## config.mk

```make
export PLATFORM = sky130hd
export DESIGN_NAME = spim_seq
export DESIGN_NICKNAME = d
export VERILOG_FILES = /design/src/rtl/spim_pkg.sv /design/src/rtl/spim_tick.sv /design/src/rtl/spim_shifter.sv /design/src/rtl/spim_fsm.sv /design/src/rtl/spim_seq.sv
export SDC_FILE = /design/constraint.sdc
export NUM_CORES = 1
export LEC_CHECK = 0
export ABC_CLOCK_PERIOD_IN_PS = 1400
export BUFFER_PORTS_ARGS = -buffer_cell sky130_fd_sc_hd__buf_2
export CORE_MARGIN = 1
export CORE_UTILIZATION = 48
export CTS_CLUSTER_SIZE = 16
export DETAILED_ROUTE_END_ITERATION = 10
export PLACE_DENSITY = 0.84
export SETUP_SLACK_MARGIN = 0.3
export SYNTH_ARGS = -nofsm -noshare
export SYNTH_HDL_FRONTEND = slang
export SYNTH_SLANG_ARGS = --single-unit
export TNS_END_PERCENT = 1
```

## constraint.sdc

```tcl
create_clock -name clk -period 1.4 [get_ports clk]
set_clock_uncertainty 0.05 [all_clocks]
set_input_delay 0.28 -clock clk [delete_from_list [all_inputs] [get_ports clk]]
set_output_delay 0.28 -clock clk [all_outputs]
set_load 0.005 [all_outputs]
```

## src/rtl/spim_pkg.sv

```systemverilog
// Shared types for the clock-stop SPI master sequencer.
// Assumes nothing beyond a SystemVerilog-2017 compiler.
package spim_pkg;

    // Sequencer phases of one word transfer
    typedef enum logic [2:0] {
        ST_IDLE = 3'd0,  // select high, clock parked high
        ST_LEAD = 3'd1,  // select low, first bit out, waiting half period
        ST_LOW  = 3'd2,  // serial clock low phase
        ST_HIGH = 3'd3,  // serial clock high phase
        ST_TAIL = 3'd4   // data released, select still held low
    } spim_state_t;

endpackage

```

## src/rtl/spim_tick.sv

```systemverilog
// Half-period strobe generator for the serial clock.
// Emits one-cycle tick every HALF_CYC system cycles while run is high;
// the count restarts from zero whenever run is low, so the first tick
// of a transfer comes exactly HALF_CYC cycles after run rises.
module spim_tick #(
    parameter int HALF_CYC = 2
) (
    input  logic clk,
    input  logic rst_n,
    input  logic run,
    output logic tick
);
    localparam int CNT_W = (HALF_CYC > 1) ? $clog2(HALF_CYC) : 1;
    localparam logic [CNT_W-1:0] LAST = CNT_W'(HALF_CYC - 1);

    logic [CNT_W-1:0] cnt;

    // Count system cycles within the current half period
    always_ff @(posedge clk) begin
        if (!rst_n || !run) begin
            cnt <= '0;
        end else if (cnt == LAST) begin
            cnt <= '0;
        end else begin
            cnt <= cnt + 1'b1;
        end
    end

    // Strobe at the end of each half period
    always_comb tick = run && (cnt == LAST);


    cnt_range_chk: assert property (@(posedge clk) disable iff (!rst_n)
        cnt <= LAST);


    tick_needs_run_chk: assert property (@(posedge clk) disable iff (!rst_n)
        !run |=> (cnt == '0));

endmodule

```

## src/rtl/spim_shifter.sv

```systemverilog
// Transmit and receive shift registers.
// Loads the transmit word on load, moves it one place toward the MSB
// on shift, and appends the sampled input bit on capture. The receive
// shifter is copied to the parallel output on finish.
module spim_shifter #(
    parameter int WORD_W = 8
) (
    input  logic              clk,
    input  logic              rst_n,
    input  logic              load,
    input  logic [WORD_W-1:0] tx_word,
    input  logic              shift,
    input  logic              capture,
    input  logic              finish,
    input  logic              sdi,
    output logic              tx_bit,
    output logic [WORD_W-1:0] rx_word
);
    logic [WORD_W-1:0] tx_sh;
    logic [WORD_W-1:0] rx_sh;

    // Transmit shifter: load on accept, advance on each falling edge
    always_ff @(posedge clk) begin
        if (!rst_n) begin
            tx_sh <= '0;
        end else if (load) begin
            tx_sh <= tx_word;
        end else if (shift) begin
            tx_sh <= {tx_sh[WORD_W-2:0], 1'b0};
        end
    end

    // Receive shifter: append the input bit on each rising edge
    always_ff @(posedge clk) begin
        if (!rst_n) begin
            rx_sh <= '0;
        end else if (capture) begin
            rx_sh <= {rx_sh[WORD_W-2:0], sdi};
        end
    end

    // Parallel receive word, updated when the word completes
    always_ff @(posedge clk) begin
        if (!rst_n) begin
            rx_word <= '0;
        end else if (finish) begin
            rx_word <= rx_sh;
        end
    end

    always_comb tx_bit = tx_sh[WORD_W-1];


    no_load_shift_chk: assert property (@(posedge clk) disable iff (!rst_n)
        !(load && shift));


    rx_hold_chk: assert property (@(posedge clk) disable iff (!rst_n)
        !finish |=> $stable(rx_word));

endmodule

```

## src/rtl/spim_fsm.sv

```systemverilog
// Phase sequencer for one word transfer.
// Drives select, serial clock, output enable and done, and tells the
// shifter when to load, shift and capture. Assumes tick pulses once per
// half serial period while busy, and WORD_W >= 2.
module spim_fsm
    import spim_pkg::*;
#(
    parameter int WORD_W = 8
) (
    input  logic clk,
    input  logic rst_n,
    input  logic start,
    input  logic tick,
    output logic load,
    output logic shift,
    output logic capture,
    output logic finish,
    output logic busy,
    output logic sclk,
    output logic ssn,
    output logic oe,
    output logic done
);
    localparam int BIT_W = $clog2(WORD_W);
    localparam logic [BIT_W-1:0] LAST_BIT = BIT_W'(WORD_W - 1);

    spim_state_t      st;
    logic [BIT_W-1:0] bit_idx;
    logic             last_bit;

    // Strobes derived from the current phase
    always_comb begin
        last_bit = (bit_idx == LAST_BIT);
        busy     = (st != ST_IDLE);
        load     = start && (st == ST_IDLE);
        capture  = tick && (st == ST_LOW);
        shift    = tick && (st == ST_HIGH) && !last_bit;
        finish   = tick && (st == ST_TAIL);
    end

    // Phase register and registered pin levels
    always_ff @(posedge clk) begin
        if (!rst_n) begin
            st      <= ST_IDLE;
            bit_idx <= '0;
            sclk    <= 1'b1;
            ssn     <= 1'b1;
            oe      <= 1'b0;
            done    <= 1'b0;
        end else begin
            done <= 1'b0;
            case (st)
                ST_IDLE: if (start) begin
                    st      <= ST_LEAD;
                    ssn     <= 1'b0;
                    oe      <= 1'b1;
                    bit_idx <= '0;
                end
                ST_LEAD: if (tick) begin
                    st   <= ST_LOW;
                    sclk <= 1'b0;
                end
                ST_LOW: if (tick) begin
                    st   <= ST_HIGH;
                    sclk <= 1'b1;
                end
                ST_HIGH: if (tick) begin
                    if (last_bit) begin
                        st <= ST_TAIL;
                        oe <= 1'b0;
                    end else begin
                        st      <= ST_LOW;
                        sclk    <= 1'b0;
                        bit_idx <= bit_idx + 1'b1;
                    end
                end
                ST_TAIL: if (tick) begin
                    st   <= ST_IDLE;
                    ssn  <= 1'b1;
                    done <= 1'b1;
                end
                default: st <= ST_IDLE;
            endcase
        end
    end


    idle_clk_high_chk: assert property (@(posedge clk) disable iff (!rst_n)
        ssn |-> sclk);


    oe_in_frame_chk: assert property (@(posedge clk) disable iff (!rst_n)
        oe |-> !ssn);


    select_first_chk: assert property (@(posedge clk) disable iff (!rst_n)
        $fell(ssn) |-> (sclk && oe));


    done_pulse_chk: assert property (@(posedge clk) disable iff (!rst_n)
        done |=> !done);


    done_with_select_chk: assert property (@(posedge clk) disable iff (!rst_n)
        done |-> $rose(ssn));


    start_busy_ignored_chk: assert property (@(posedge clk) disable iff (!rst_n)
        (busy && start) |=> !$fell(ssn));


    bit_range_chk: assert property (@(posedge clk) disable iff (!rst_n)
        bit_idx <= LAST_BIT);

endmodule

```

## src/rtl/spim_seq.sv

```systemverilog
// Clock-stop SPI master sequencer, top level.
// Connects the half-period strobe generator, the phase sequencer and the
// shift registers. Assumes sdi_i is synchronous to clk, HALF_CYC >= 1 and
// WORD_W >= 2. sdo_o is forced to 0 while its enable is low.
module spim_seq #(
    parameter int WORD_W   = 8,
    parameter int HALF_CYC = 2
) (
    input  logic              clk,
    input  logic              rst_n,
    input  logic              start_i,
    input  logic [WORD_W-1:0] tx_word_i,
    output logic              busy_o,
    output logic [WORD_W-1:0] rx_word_o,
    output logic              done_o,
    output logic              sclk_o,
    output logic              ssn_o,
    output logic              sdo_o,
    output logic              sdo_oe_o,
    input  logic              sdi_i
);
    logic tick;
    logic load;
    logic shift;
    logic capture;
    logic finish;
    logic busy;
    logic oe;
    logic tx_bit;

    spim_tick #(.HALF_CYC(HALF_CYC)) u_tick (
        .clk   (clk),
        .rst_n (rst_n),
        .run   (busy),
        .tick  (tick)
    );

    spim_fsm #(.WORD_W(WORD_W)) u_fsm (
        .clk     (clk),
        .rst_n   (rst_n),
        .start   (start_i),
        .tick    (tick),
        .load    (load),
        .shift   (shift),
        .capture (capture),
        .finish  (finish),
        .busy    (busy),
        .sclk    (sclk_o),
        .ssn     (ssn_o),
        .oe      (oe),
        .done    (done_o)
    );

    spim_shifter #(.WORD_W(WORD_W)) u_shift (
        .clk     (clk),
        .rst_n   (rst_n),
        .load    (load),
        .tx_word (tx_word_i),
        .shift   (shift),
        .capture (capture),
        .finish  (finish),
        .sdi     (sdi_i),
        .tx_bit  (tx_bit),
        .rx_word (rx_word_o)
    );

    // Pin-level outputs
    always_comb begin
        busy_o   = busy;
        sdo_oe_o = oe;
        sdo_o    = oe & tx_bit;
    end


    sdo_quiet_chk: assert property (@(posedge clk) disable iff (!rst_n)
        !sdo_oe_o |-> !sdo_o);


    sdo_moves_on_fall_chk: assert property (@(posedge clk) disable iff (!rst_n)
        (sdo_oe_o && $past(sdo_oe_o) && !$fell(sclk_o)) |-> $stable(sdo_o));

endmodule

```

==> results of run 1 <==
## placed cells by master (no fill, tap or decap), types with 2 or more instances in the layout
cell type	instances
o22ai_1	5
a22o_1	8
and2_1	2
a32oi_1	3
dfxtp_1	20
o21a_1	2
a211oi_1	3
nand2_1	12
a21oi_1	3
o211ai_1	2
buf_4	13
nand2b_1	2
clkinvlp_4	2
clkbuf_4	5
buf_2	24
nor3_1	2
inv_1	2
mux2i_1	8
dfxtp_2	14
nor2_1	11
buf_6	9
nor2b_1	2
ha_4	2
o21ai_1	3
and3_4	2
## what timing repair did
item	CTS	global route
pin swaps	17	15
buffers inserted	3	2
endpoints found under the setup margin	48	49
gates resized for setup	30	11
## power groups by stage
stage | clock network [W] | registers, W | logic (W)
finish | 0.000555 | 0.00106 | 0.000300
global route | 0.000619 | 0.00106 | 0.000320
CTS | 0.000558 | 0.00106 | 0.000259
detailed placement | 0 | 0.00108 | 0.000222
global placement | 0 | 0.00108 | 0.000211
floorplan | 0 | 0.00107 | 0.000132
## critical path, cell delays in order (launching register included)
cell	delay [ns]
dfxtp_4	0.36
buf_6	0.11
or3_4	0.38
buf_6	0.12
## Yosys cell counts, drive strengths merged (3+ instances only)
cell type | count | area share
nor2 | 11 | 0.029
o21ai | 4 | 0.014
o22ai | 5 | 0.022
nor3 | 3 | 0.010
a22o | 8 | 0.049
clkbuf | 4 | 0.010
a211oi | 4 | 0.021
a21oi | 5 | 0.028
a32oi | 3 | 0.018
nand2 | 12 | 0.031
dfxtp | 35 | 0.49
buf | 6 | 0.030
mux2i | 8 | 0.056
## how the worst max path moves through the flow
stage	startpoint	to	cells past startpoint
final	u_fsm.st[1]	busy_o	3
after global routing	u_fsm.st[1]	busy_o	3
after CTS	u_fsm.st[1]	busy_o	3
after detailed placement	u_fsm.bit_idx[1]	u_shift.tx_sh[3]	5
after global placement	u_fsm.bit_idx[1]	u_shift.tx_sh[3]	5
after floorplan	u_fsm.bit_idx[0]	u_shift.tx_sh[3]	5
## flip-flops by register name (all words and copies together), names as in the netlist
name	count
u_fsm.sclk	1
u_fsm.ssn	1
u_shift.rx_sh	8
u_fsm.oe	1
u_shift.tx_sh	8
u_tick.cnt	1
u_fsm.bit_idx	3
u_fsm.st	3
u_fsm.done	1
u_shift.rx_word	8
## logic make-up (layout without fill, tap and decap cells)
family / after synthesis / in the layout / share of synthesized area
compound gates: 39 / 39 / 0.210
fa+ha+maj: 2 / 2 / 0.0175
buf+inv: 12 / 56 / 0.0454
flops: 35 / 35 / 0.489
mux: 8 / 8 / 0.0559
simple gates: 45 / 45 / 0.182
## routing by layer
layer / vias to the layer above / GRT usage / share of wire
met1: 601 / 0.262 / 0.42
li1: 603 / - / -
met5: - / 0 / 0
met2: 37 / 0.387 / 0.52
met3: 7 / 0.0530 / 0.046
met4: 0 / 0.0836 / 0.018
## through the flow
step	area (um^2)	power, W	TNS [ns]	hold slack, ns
after floorplan	1460	0.00121	-0.113	0.366
after global placement	1690	0.00129	-0.164	0.384
after detailed placement	1690	0.00130	-0.876	0.387
after CTS	1840	0.00187	-0.865	0.129
after global routing	1900	0.00200	-1.63	0.113
final	1900	0.00191	-0.954	0.131
## layout make-up
cell class	count	area share
Sequential cell	35	0.380
Clock buffer	5	0.0198
Multi-Input combinational cell	94	0.397
Timing Repair Buffer	46	0.168
Inverter	2	0.00395
Tap cell	31	0.0204
Clock inverter	3	0.0105
==> results by group, run 1 <==
Run status
  – Outcome: complete, but fails checks
  – Failing checks: setup timing

Clocking
  – Root buffer cell: clkbuf_4
  – CTS Buf Count: 5
  – Clock sinks: 35
  – Clock-pin slew on the worst setup and hold paths: 0.11 ns
  – Bufs on Longest Clock Path: 2
  – TritonCTS clock tree: yes
  – H-Tree Level Count: 2
  – Skew-Pair Late Insertion Delay: 0.34 ns
  – Hold_buf cts: 0

Yosys
  – YS warnings: 0
  – Cell area after synthesis: 0.00143 mm^2
  – Syn_nets: 155
  – Post-synth EDFFs: 0
  – Synth cell types: 40
  – Asr flop ratio synth: 0
  – Mapped Avg Cell Area: 10.2 um^2
  – FF+latch count, synth: 35
  – Main flop type after synthesis: dfxtp_1
  – Cell count after synthesis: 141
  – Seq/Total Area, Yosys: 0.489

Detailed routing
  – Antenna-violating nets left: 0
  – Post-DR vias/cell: 5.78
  – Routed WL per cell: 15.8 um
  – Drt total wl: 3420 um
  – Initial drt markers: 28
  – Via Count: 1248
  – DR pass1 iterations: 4
  – Drt drc: 0

Setup path
  – Worst r2r dst: u_shift.tx_sh[4]
  – Critical path type: reg -> out
  – Critical Path Start Type: flip-flop
  – CP Max Fanout: 2
  – Reg2Reg Depth: 4
  – Worst reg2reg path startpoint: u_fsm.st[1]
  – CP Data Required Time: 1.07 ns
  – Crit path DAT: 1.31 ns
  – Reg2reg setup slack: -0.14 ns
  – Worst setup EP type: output port

Place
  – Pre-CTS setup slack: -0.133 ns
  – GPL Wtd Cong: 0.889
  – Post-detail-place hpwl: 2290 um
  – # port buffers: 25
  – Placed instance count: 203

Timing
  – Slew Viols, Final: 0
  – Final setup fails: 12
  – Final worst path period need: 1.64 ns
  – Fin. Hold Viols: 0
  – RSZ-0062 raised after global routing: yes
  – Min setup slack post-route: -0.243 ns
  – Worst-margin pin slew: 0.248 ns
  – Crit share post-route: 1.17
  – Fmax: 609 MHz
  – Relative slew slack: 0.834

Pwr
  – LEAKAGE: 0.772 nW
  – Worst VDD drop: 1.04 mV
  – Internal: 0.00138 W
  – Sequential share of power: 0.553
  – Switching Share: 0.278
  – Combinational fraction of design power: 0.157
  – NetSw: 0.000533 W
  – Clock power frac: 0.290
  – PD cells: 1010 mW/mm^2

Final layout
  – Layout cell share with drive strength beyond 1: 0.470
  – Finished Layout Cells: 216
  – Net count, final: 198
  – Sequential standard cell area: 722 um^2
  – Multi-input logic area: 754 um^2
  – Fillers: 211
  – Layout Utilization: 0.683
  – N_diodes: 0
  – Layout area overhead: 32.6%

Die
  – Die W: 56.6 um
  – Io pins: 26
  – Starting Density: 0.515
  – DIE AREA: 0.00321 mm^2
  – Std cell rows: 19
  – Core region area: 0.00278 mm^2
  – Die H: 56.6 um

Worst hold path
  – Hold Crit Depth: 3
  – Worst Min Path Start: tx_word_i[0]
  – Hold WC Path Type: in -> reg
  – Worst Hold End: u_shift.tx_sh[0]

Global route
  – Global-route wire length before repair: 5490 um
  – Total Routing Usage GR: 0.222
  – Grt ovf: 0
  – Largest net degree at the start of global routing: 16
  – Initial antenna violation count: 0
  – Vias in the first global route: 1260

Job
  – Max-Cap Viols: 0
Note: power is estimated with default switching activity, not from simulation.
==> run 2: changes to the inputs <==
Settings changed: CORE_ASPECT_RATIO set to 1.2, PLACE_DENSITY 0.84 to 0.73.
==> run 2 against run 1 <==
The run still ends with setup timing left. Core utilization up 0.92 points. Combinational power shrank 6.7%. Power up 8.0%. Final cell count up 3.7%. Worst setup slack better by 0.027 ns. Design area grew 2.4%. Clock power up 31%. Global-route usage increased by 1.0 points. Sequential share of layout area decreased by 1.5 points. Sequential cell count did not move. Fmax up 1.7%. Die area barely moved. Highest routed layer unchanged.
==> results by group, run 2 (synthesis gave the netlist of run 1 again) <==
Timing
  – Worst-margin pin slew: 0.280 ns (was 0.248 ns)
  – Slew Viols, Final: 0 (unchanged)
  – Relative slew slack: 0.813 (was 0.834)
  – Final setup fails: 28 (was 12)
  – Fmax: 619 MHz (was 609 MHz)
  – RSZ-0062 raised after global routing: yes (unchanged)
  – Final worst path period need: 1.62 ns (was 1.64 ns)
  – Crit share post-route: 1.15 (was 1.17)
  – WHS: 0.100 ns (was 0.131 ns)
  – Fin. Hold Viols: 0 (unchanged)
  – Min setup slack post-route: -0.216 ns (was -0.243 ns)

Detailed routing
  – Routed WL per cell: 14.9 um (was 15.8 um)
  – Antenna-violating nets left: 0 (unchanged)
  – DR pass1 iterations: 4 (unchanged)
  – Drt total wl: 3340 um (was 3420 um)
  – Initial drt markers: 36 (was 28)
  – Drt drc: 0 (unchanged)
  – Post-DR vias/cell: 5.53 (was 5.78)
  – Via Count: 1239 (was 1248)

Final layout
  – Layout area overhead: 35.8% (was 32.6%)
  – Finished Layout Cells: 224 (was 216)
  – Largest registers: u_shift.rx_sh: 8 flops, u_shift.rx_word: 8 flops, u_shift.tx_sh: 8 flops (unchanged)
  – N_diodes: 0 (unchanged)
  – Net count, final: 203 (was 198)
  – Layout Utilization: 0.692 (was 0.683)
  – Most frequent cells in the layout: dfxtp_1 (29), buf_2 (23), buf_4 (22) (was buf_2 (24), dfxtp_1 (20), dfxtp_2 (14))
  – Layout cell share with drive strength beyond 1: 0.442 (was 0.470)
  – Commonest non-fill, non-tap cell in the layout: dfxtp_1 (was buf_2)
  – Final Cell Area: 0.00195 mm^2 (was 0.00190 mm^2)

Setup path
  – Crit path DAT: 1.29 ns (was 1.31 ns)
  – Crit-path most repeated cell: buf_6 (unchanged)
  – Worst setup EP type: output port (unchanged)
  – Crit-path cells: buf_6 -> or3_4 -> buf_6 (unchanged)
  – Critical Path Start Type: flip-flop (unchanged)
  – Critical path's slowest cell: or3_4 (unchanged)
  – Crit-path max cell delay: 0.36 ns (was 0.38 ns)
  – Critical path type: reg -> out (unchanged)
  – CP Data Required Time: 1.07 ns (about the same)
  – CP Max Fanout: 2 (unchanged)

Clocking
  – TritonCTS clock tree: yes (unchanged)
  – Clock sinks: 35 (unchanged)
  – Clock-pin slew on the worst setup and hold paths: 0.11 ns (about the same)
  – Hold_buf cts: 0 (unchanged)
  – Skew-Pair Late Insertion Delay: 0.36 ns (was 0.34 ns)
  – H-Tree Level Count: 2 (unchanged)
  – Bufs on Longest Clock Path: 2 (unchanged)
  – Root buffer cell: clkbuf_4 (unchanged)
  – CTS Buf Count: 5 (unchanged)

Die
  – Die H: 61.8 um (was 56.6 um)
  – DIE AREA: 0.00321 mm^2 (about the same)
  – Io pins: 26 (unchanged)
  – Die W: 51.9 um (was 56.6 um)
  – Starting Density: 0.510 (was 0.515)
  – Core region area: 0.00281 mm^2 (was 0.00278 mm^2)
  – Std cell rows: 21 (was 19)

Place
  – Placed instance count: 213 (was 203)
  – GPL Wtd Cong: 0.764 (was 0.889)
  – Placed cell areas: 0.00176 mm^2 (was 0.00169 mm^2)
  – Post-detail-place hpwl: 2350 um (was 2290 um)
  – # port buffers: 25 (unchanged)

Pwr
  – Worst VDD drop: 1.44 mV (was 1.04 mV)
  – LEAKAGE: 0.814 nW (was 0.772 nW)
  – PD cells: 1060 mW/mm^2 (was 1010 mW/mm^2)

Global route
  – Largest net degree at the start of global routing: 16 (unchanged)
  – Vias in the first global route: 1156 (was 1260)
  – Total Routing Usage GR: 0.232 (was 0.222)
  – Initial antenna violation count: 0 (unchanged)
  – Grt ovf: 0 (unchanged)
  – Global-route wire length before repair: 5220 um (was 5490 um)

Run status
  – Outcome: complete, but fails checks (unchanged)
  – Failing checks: setup timing (unchanged)

Worst hold path
  – Hold WC Path Type: in -> reg (unchanged)

Job
  – Max-Cap Viols: 0 (unchanged)
## run 2: cell types whose count changed in the layout (fill, tap and decap cells not counted), moves of 2 or more
| cell | previous run | this run |
|---|---|---|
| buf_6 | 9 | 5 |
| o21ai_0 | 0 | 2 |
| dfxtp_2 | 14 | 5 |
| clkinvlp_4 | 2 | 0 |
| o21ai_1 | 3 | 0 |
| buf_4 | 13 | 22 |
| dfxtp_1 | 20 | 29 |
## run 2: final timing paths
| path | startpoint | endpoint | slack (ns) | cells past startpoint |
|---|---|---|---|---|
| worst min register to register | u_fsm.ssn | u_fsm.ssn | 0.42 | 2 |
| worst min-delay path | sdi_i | u_shift.rx_sh[0] | 0.10 | 3 |
| worst max register to register | u_fsm.bit_idx[0] | u_shift.tx_sh[4] | -0.19 | 6 |
| worst max-delay path | u_fsm.st[0] | busy_o | -0.22 | 3 |
## run 2: area by class of cell
type                            instances  area (um^2)
Timing Repair Buffer                   51          357
Tap cell                               34         42.5
Multi-Input combinational cell         94          747
Fill cell                             234          866
Sequential cell                        35          711
Inverter                                2         7.51
Clock inverter                          3         43.8
Clock buffer                            5         37.5
## run 2: metrics by stage
stage	TNS (ns)	power [W]	worst slack (ns)
2_1_floorplan	-0.113	0.00121	-0.0931
5_1_grt	-3.41	0.00215	-0.265
6_report	-1.83	0.00207	-0.216
4_1_cts	-2.19	0.00207	-0.237
3_3_place_gp	-0.980	0.00130	-0.101
3_5_place_dp	-1.83	0.00131	-0.155
## run 2: worst max-delay path, delay by kind of cell (launching register included)
family / cells / cell delay (ns)
buffers and inverters: 2 / 0.23
flip-flops: 1 / 0.34
AND/OR/NAND/NOR: 1 / 0.36
## run 2: power by group
group | switching, W | internal, W
logic | 0.000130 | 0.000150
registers | 0.0000280 | 0.00103
clock network | 0.000352 | 0.000375
total | 0.000510 | 0.00156
## run 2: metal layers
| layer | global-route usage | up-vias | wire [um] |
|---|---|---|---|
| li1 | - | 613 | - |
| met1 | 0.266 | 582 | 1450 |
| met2 | 0.377 | 33 | 1620 |
| met3 | 0.0852 | 11 | 165 |
| met4 | 0.127 | 0 | 105 |
| met5 | 0 | - | 0 |
## run 2: what timing repair did
item | in CTS | in global routing
setup endpoints to repair | 49 | 49
setup buffers | 3 | 0
pin swaps | 10 | 7
cloned | 0 | 0
gates resized for setup | 14 | 10
==> run 3: changes to the inputs <==
Settings changed: BUFFER_PORTS_ARGS -buffer_cell sky130_fd_sc_hd__buf_2 to unset, CORE_UTILIZATION 48 to 54, DONT_BUFFER_PORTS set to 1, PLACE_DENSITY 0.73 to 0.72.
==> run 3 against run 2 <==
The run still ends with setup timing left. Combinational power shrank 16%. Global-route usage increased by 0.13 points. Critical path type unchanged. Die area decreased by 11%. Non-clock buffer count is 25 lower. Clock power fell by 27%. Sequential share of layout area increased by 3.3 points. Worst hold slack got worse by 0.083 ns. Via count is 5.6% lower. Critical path depth decreased by 1. Largest cell class unchanged. Fmax is 4.8% higher.
==> results by group, run 3 (synthesis gave the netlist of run 1 again) <==
Timing
  – Slew Viols, Final: 0 (unchanged)
  – Worst-margin pin slew: 0.282 ns (was 0.280 ns)
  – Relative slew slack: 0.812 (was 0.813)
  – Fin. Hold Viols: 0 (unchanged)
  – Fmax: 649 MHz (was 619 MHz)
  – Crit share post-route: 1.10 (was 1.15)
  – Setup_tns: -1.09 ns (was -1.83 ns)
  – Final setup fails: 24 (was 28)
  – Min setup slack post-route: -0.142 ns (was -0.216 ns)
  – RSZ-0062 raised after global routing: yes (unchanged)
  – Final worst path period need: 1.54 ns (was 1.62 ns)

Clocking
  – Clock-pin slew on the worst setup and hold paths: 0.11 ns (about the same)
  – Clock sinks: 35 (unchanged)
  – Root buffer cell: clkbuf_4 (unchanged)
  – CTS Buf Count: 5 (unchanged)
  – H-Tree Level Count: 2 (unchanged)
  – Skew-Pair Late Insertion Delay: 0.34 ns (was 0.36 ns)
  – Bufs on Longest Clock Path: 2 (unchanged)
  – TritonCTS clock tree: yes (unchanged)

Job
  – Max-Cap Viols: 0 (unchanged)

Pwr
  – LEAKAGE: 0.687 nW (was 0.814 nW)
  – Worst VDD drop: 0.905 mV (was 1.44 mV)
  – PD cells: 1020 mW/mm^2 (was 1060 mW/mm^2)
  – Pwr Total: 0.00183 W (was 0.00207 W)

Die
  – DIE AREA: 0.00286 mm^2 (was 0.00321 mm^2)
  – Starting Density: 0.567 (was 0.510)
  – Io pins: 26 (unchanged)
  – Die H: 58.4 um (was 61.8 um)
  – Std cell rows: 20 (was 21)
  – Die W: 49.0 um (was 51.9 um)
  – Core region area: 0.00253 mm^2 (was 0.00281 mm^2)

Setup path
  – CP Capture Point: busy_o (unchanged)
  – Crit path DAT: 1.21 ns (was 1.29 ns)
  – Worst r2r dst: u_shift.tx_sh[4] (unchanged)
  – CP top delay family: simple AND/OR/NAND/NOR gates (unchanged)
  – Crit-path cells: buf_6 -> or3_4 (was buf_6 -> or3_4 -> buf_6)
  – Crit-path max cell delay: 0.39 ns (was 0.36 ns)
  – Reg2reg setup slack: -0.12 ns (was -0.19 ns)
  – Worst setup EP type: output port (unchanged)
  – Critical path type: reg -> out (unchanged)
  – CP Max Fanout: 6 (was 2)
  – Critical Path Start Type: flip-flop (unchanged)
  – CP Buf/Inv Count: 1 (was 2)
  – Path length in cells of the critical path: 2 (was 3)
  – Critical path origin: u_fsm.st[2] (was u_fsm.st[0])
  – Worst reg2reg path startpoint: u_fsm.st[2] (was u_fsm.bit_idx[0])
  – Critical path's slowest cell: or3_4 (unchanged)
  – CP Data Required Time: 1.07 ns (about the same)
  – Reg2Reg Depth: 4 (was 6)

Run status
  – Outcome: complete, but fails checks (unchanged)
  – Failing checks: setup timing (unchanged)

Global route
  – Global-route wire length before repair: 4930 um (was 5220 um)
  – Total Routing Usage GR: 0.234 (was 0.232)
  – Grt ovf: 0 (unchanged)
  – Vias in the first global route: 1136 (was 1156)
  – Initial antenna violation count: 0 (unchanged)
  – Largest net degree at the start of global routing: 16 (unchanged)

Final layout
  – Net count, final: 178 (was 203)
  – N_diodes: 0 (unchanged)
  – Most frequent cells in the layout: dfxtp_1 (29), buf_4 (18), nand2_1 (11), nor2_1 (11) (was dfxtp_1 (29), buf_2 (23), buf_4 (22))
  – Commonest non-fill, non-tap cell in the layout: dfxtp_1 (unchanged)
  – Layout area overhead: 25.3% (was 35.8%)
  – Fillers: 199 (was 234)
  – Layout cell share with drive strength beyond 1: 0.352 (was 0.442)
  – Final Cell Area: 0.00180 mm^2 (was 0.00195 mm^2)
  – Largest registers: u_shift.rx_sh: 8 flops, u_shift.rx_word: 8 flops, u_shift.tx_sh: 8 flops (unchanged)

Detailed routing
  – Initial drt markers: 28 (was 36)
  – Antenna-violating nets left: 0 (unchanged)
  – DR pass1 iterations: 4 (unchanged)
  – Post-DR vias/cell: 5.91 (was 5.53)
  – Routed WL per cell: 16.3 um (was 14.9 um)
  – Drt total wl: 3220 um (was 3340 um)
  – Drt drc: 0 (unchanged)
  – Via Count: 1170 (was 1239)

Place
  – Pre-CTS setup slack: -0.146 ns (was -0.155 ns)
  – Placed cell areas: 0.00161 mm^2 (was 0.00176 mm^2)
  – Post-detail-place hpwl: 2160 um (was 2350 um)
  – # port buffers: 0 (was 25)
  – GPL Wtd Cong: 0.789 (was 0.764)

Worst hold path
  – Hold WC Path Type: in -> reg (unchanged)
## run 3: worst min path at each step
stage,startpoint,to,slack [ns],cells past startpoint
after floorplan,tx_word_i[0],u_shift.tx_sh[0],0.37,2
after global placement,rst_n,u_fsm.sclk,0.32,1
after detailed placement,rst_n,u_fsm.sclk,0.34,1
after CTS,tx_word_i[0],u_shift.tx_sh[0],0.003,2
after global routing,rst_n,u_shift.tx_sh[3],0.007,1
final,rst_n,u_fsm.bit_idx[1],0.02,2
## run 3: final cells by class
class,instances,area [um^2],area share
tap,33,41.3,0.0230
inverter,2,7.51,0.00418
multi-input combinational,94,747,0.416
timing repair buffer,26,231,0.129
clock inverter,3,15.0,0.00836
clock buffer,5,37.5,0.0209
sequential,35,716,0.399
## run 3: timing repair
| action | CTS | global route |
|---|---|---|
| setup buffers | 4 | 0 |
| gates cloned | 0 | 0 |
| gates resized for setup | 24 | 5 |
| hold endpoints to repair | 3 | 1 |
| hold buffers | 1 | 1 |
| setup endpoints to repair | 37 | 37 |
| pin swaps | 23 | 3 |
## run 3: where the power goes
part	internal, W	total, W	switching [W]	leakage [nW]
combinational	0.000124	0.000235	0.000111	0.364
clock	0.000187	0.000528	0.000342	0.0347
sequential	0.00103	0.00106	0.0000314	0.288
## run 3: metrics by stage
stage,cells,hold WS (ns),utilization
after floorplan,141,0.366,-
after global placement,184,0.323,0.636
after detailed placement,184,0.335,0.636
after CTS,197,0.00344,0.700
after global routing,198,0.00677,0.710
final,198,0.0167,0.710
## run 3: routing by layer
metal	global-route usage	up-vias	wire [um]	share of wire
li1	-	566	-	-
met5	0	-	0	0
met1	0.249	567	1350	0.42
met2	0.429	31	1670	0.52
met3	0.0620	6	134	0.042
met4	0.113	0	63	0.020
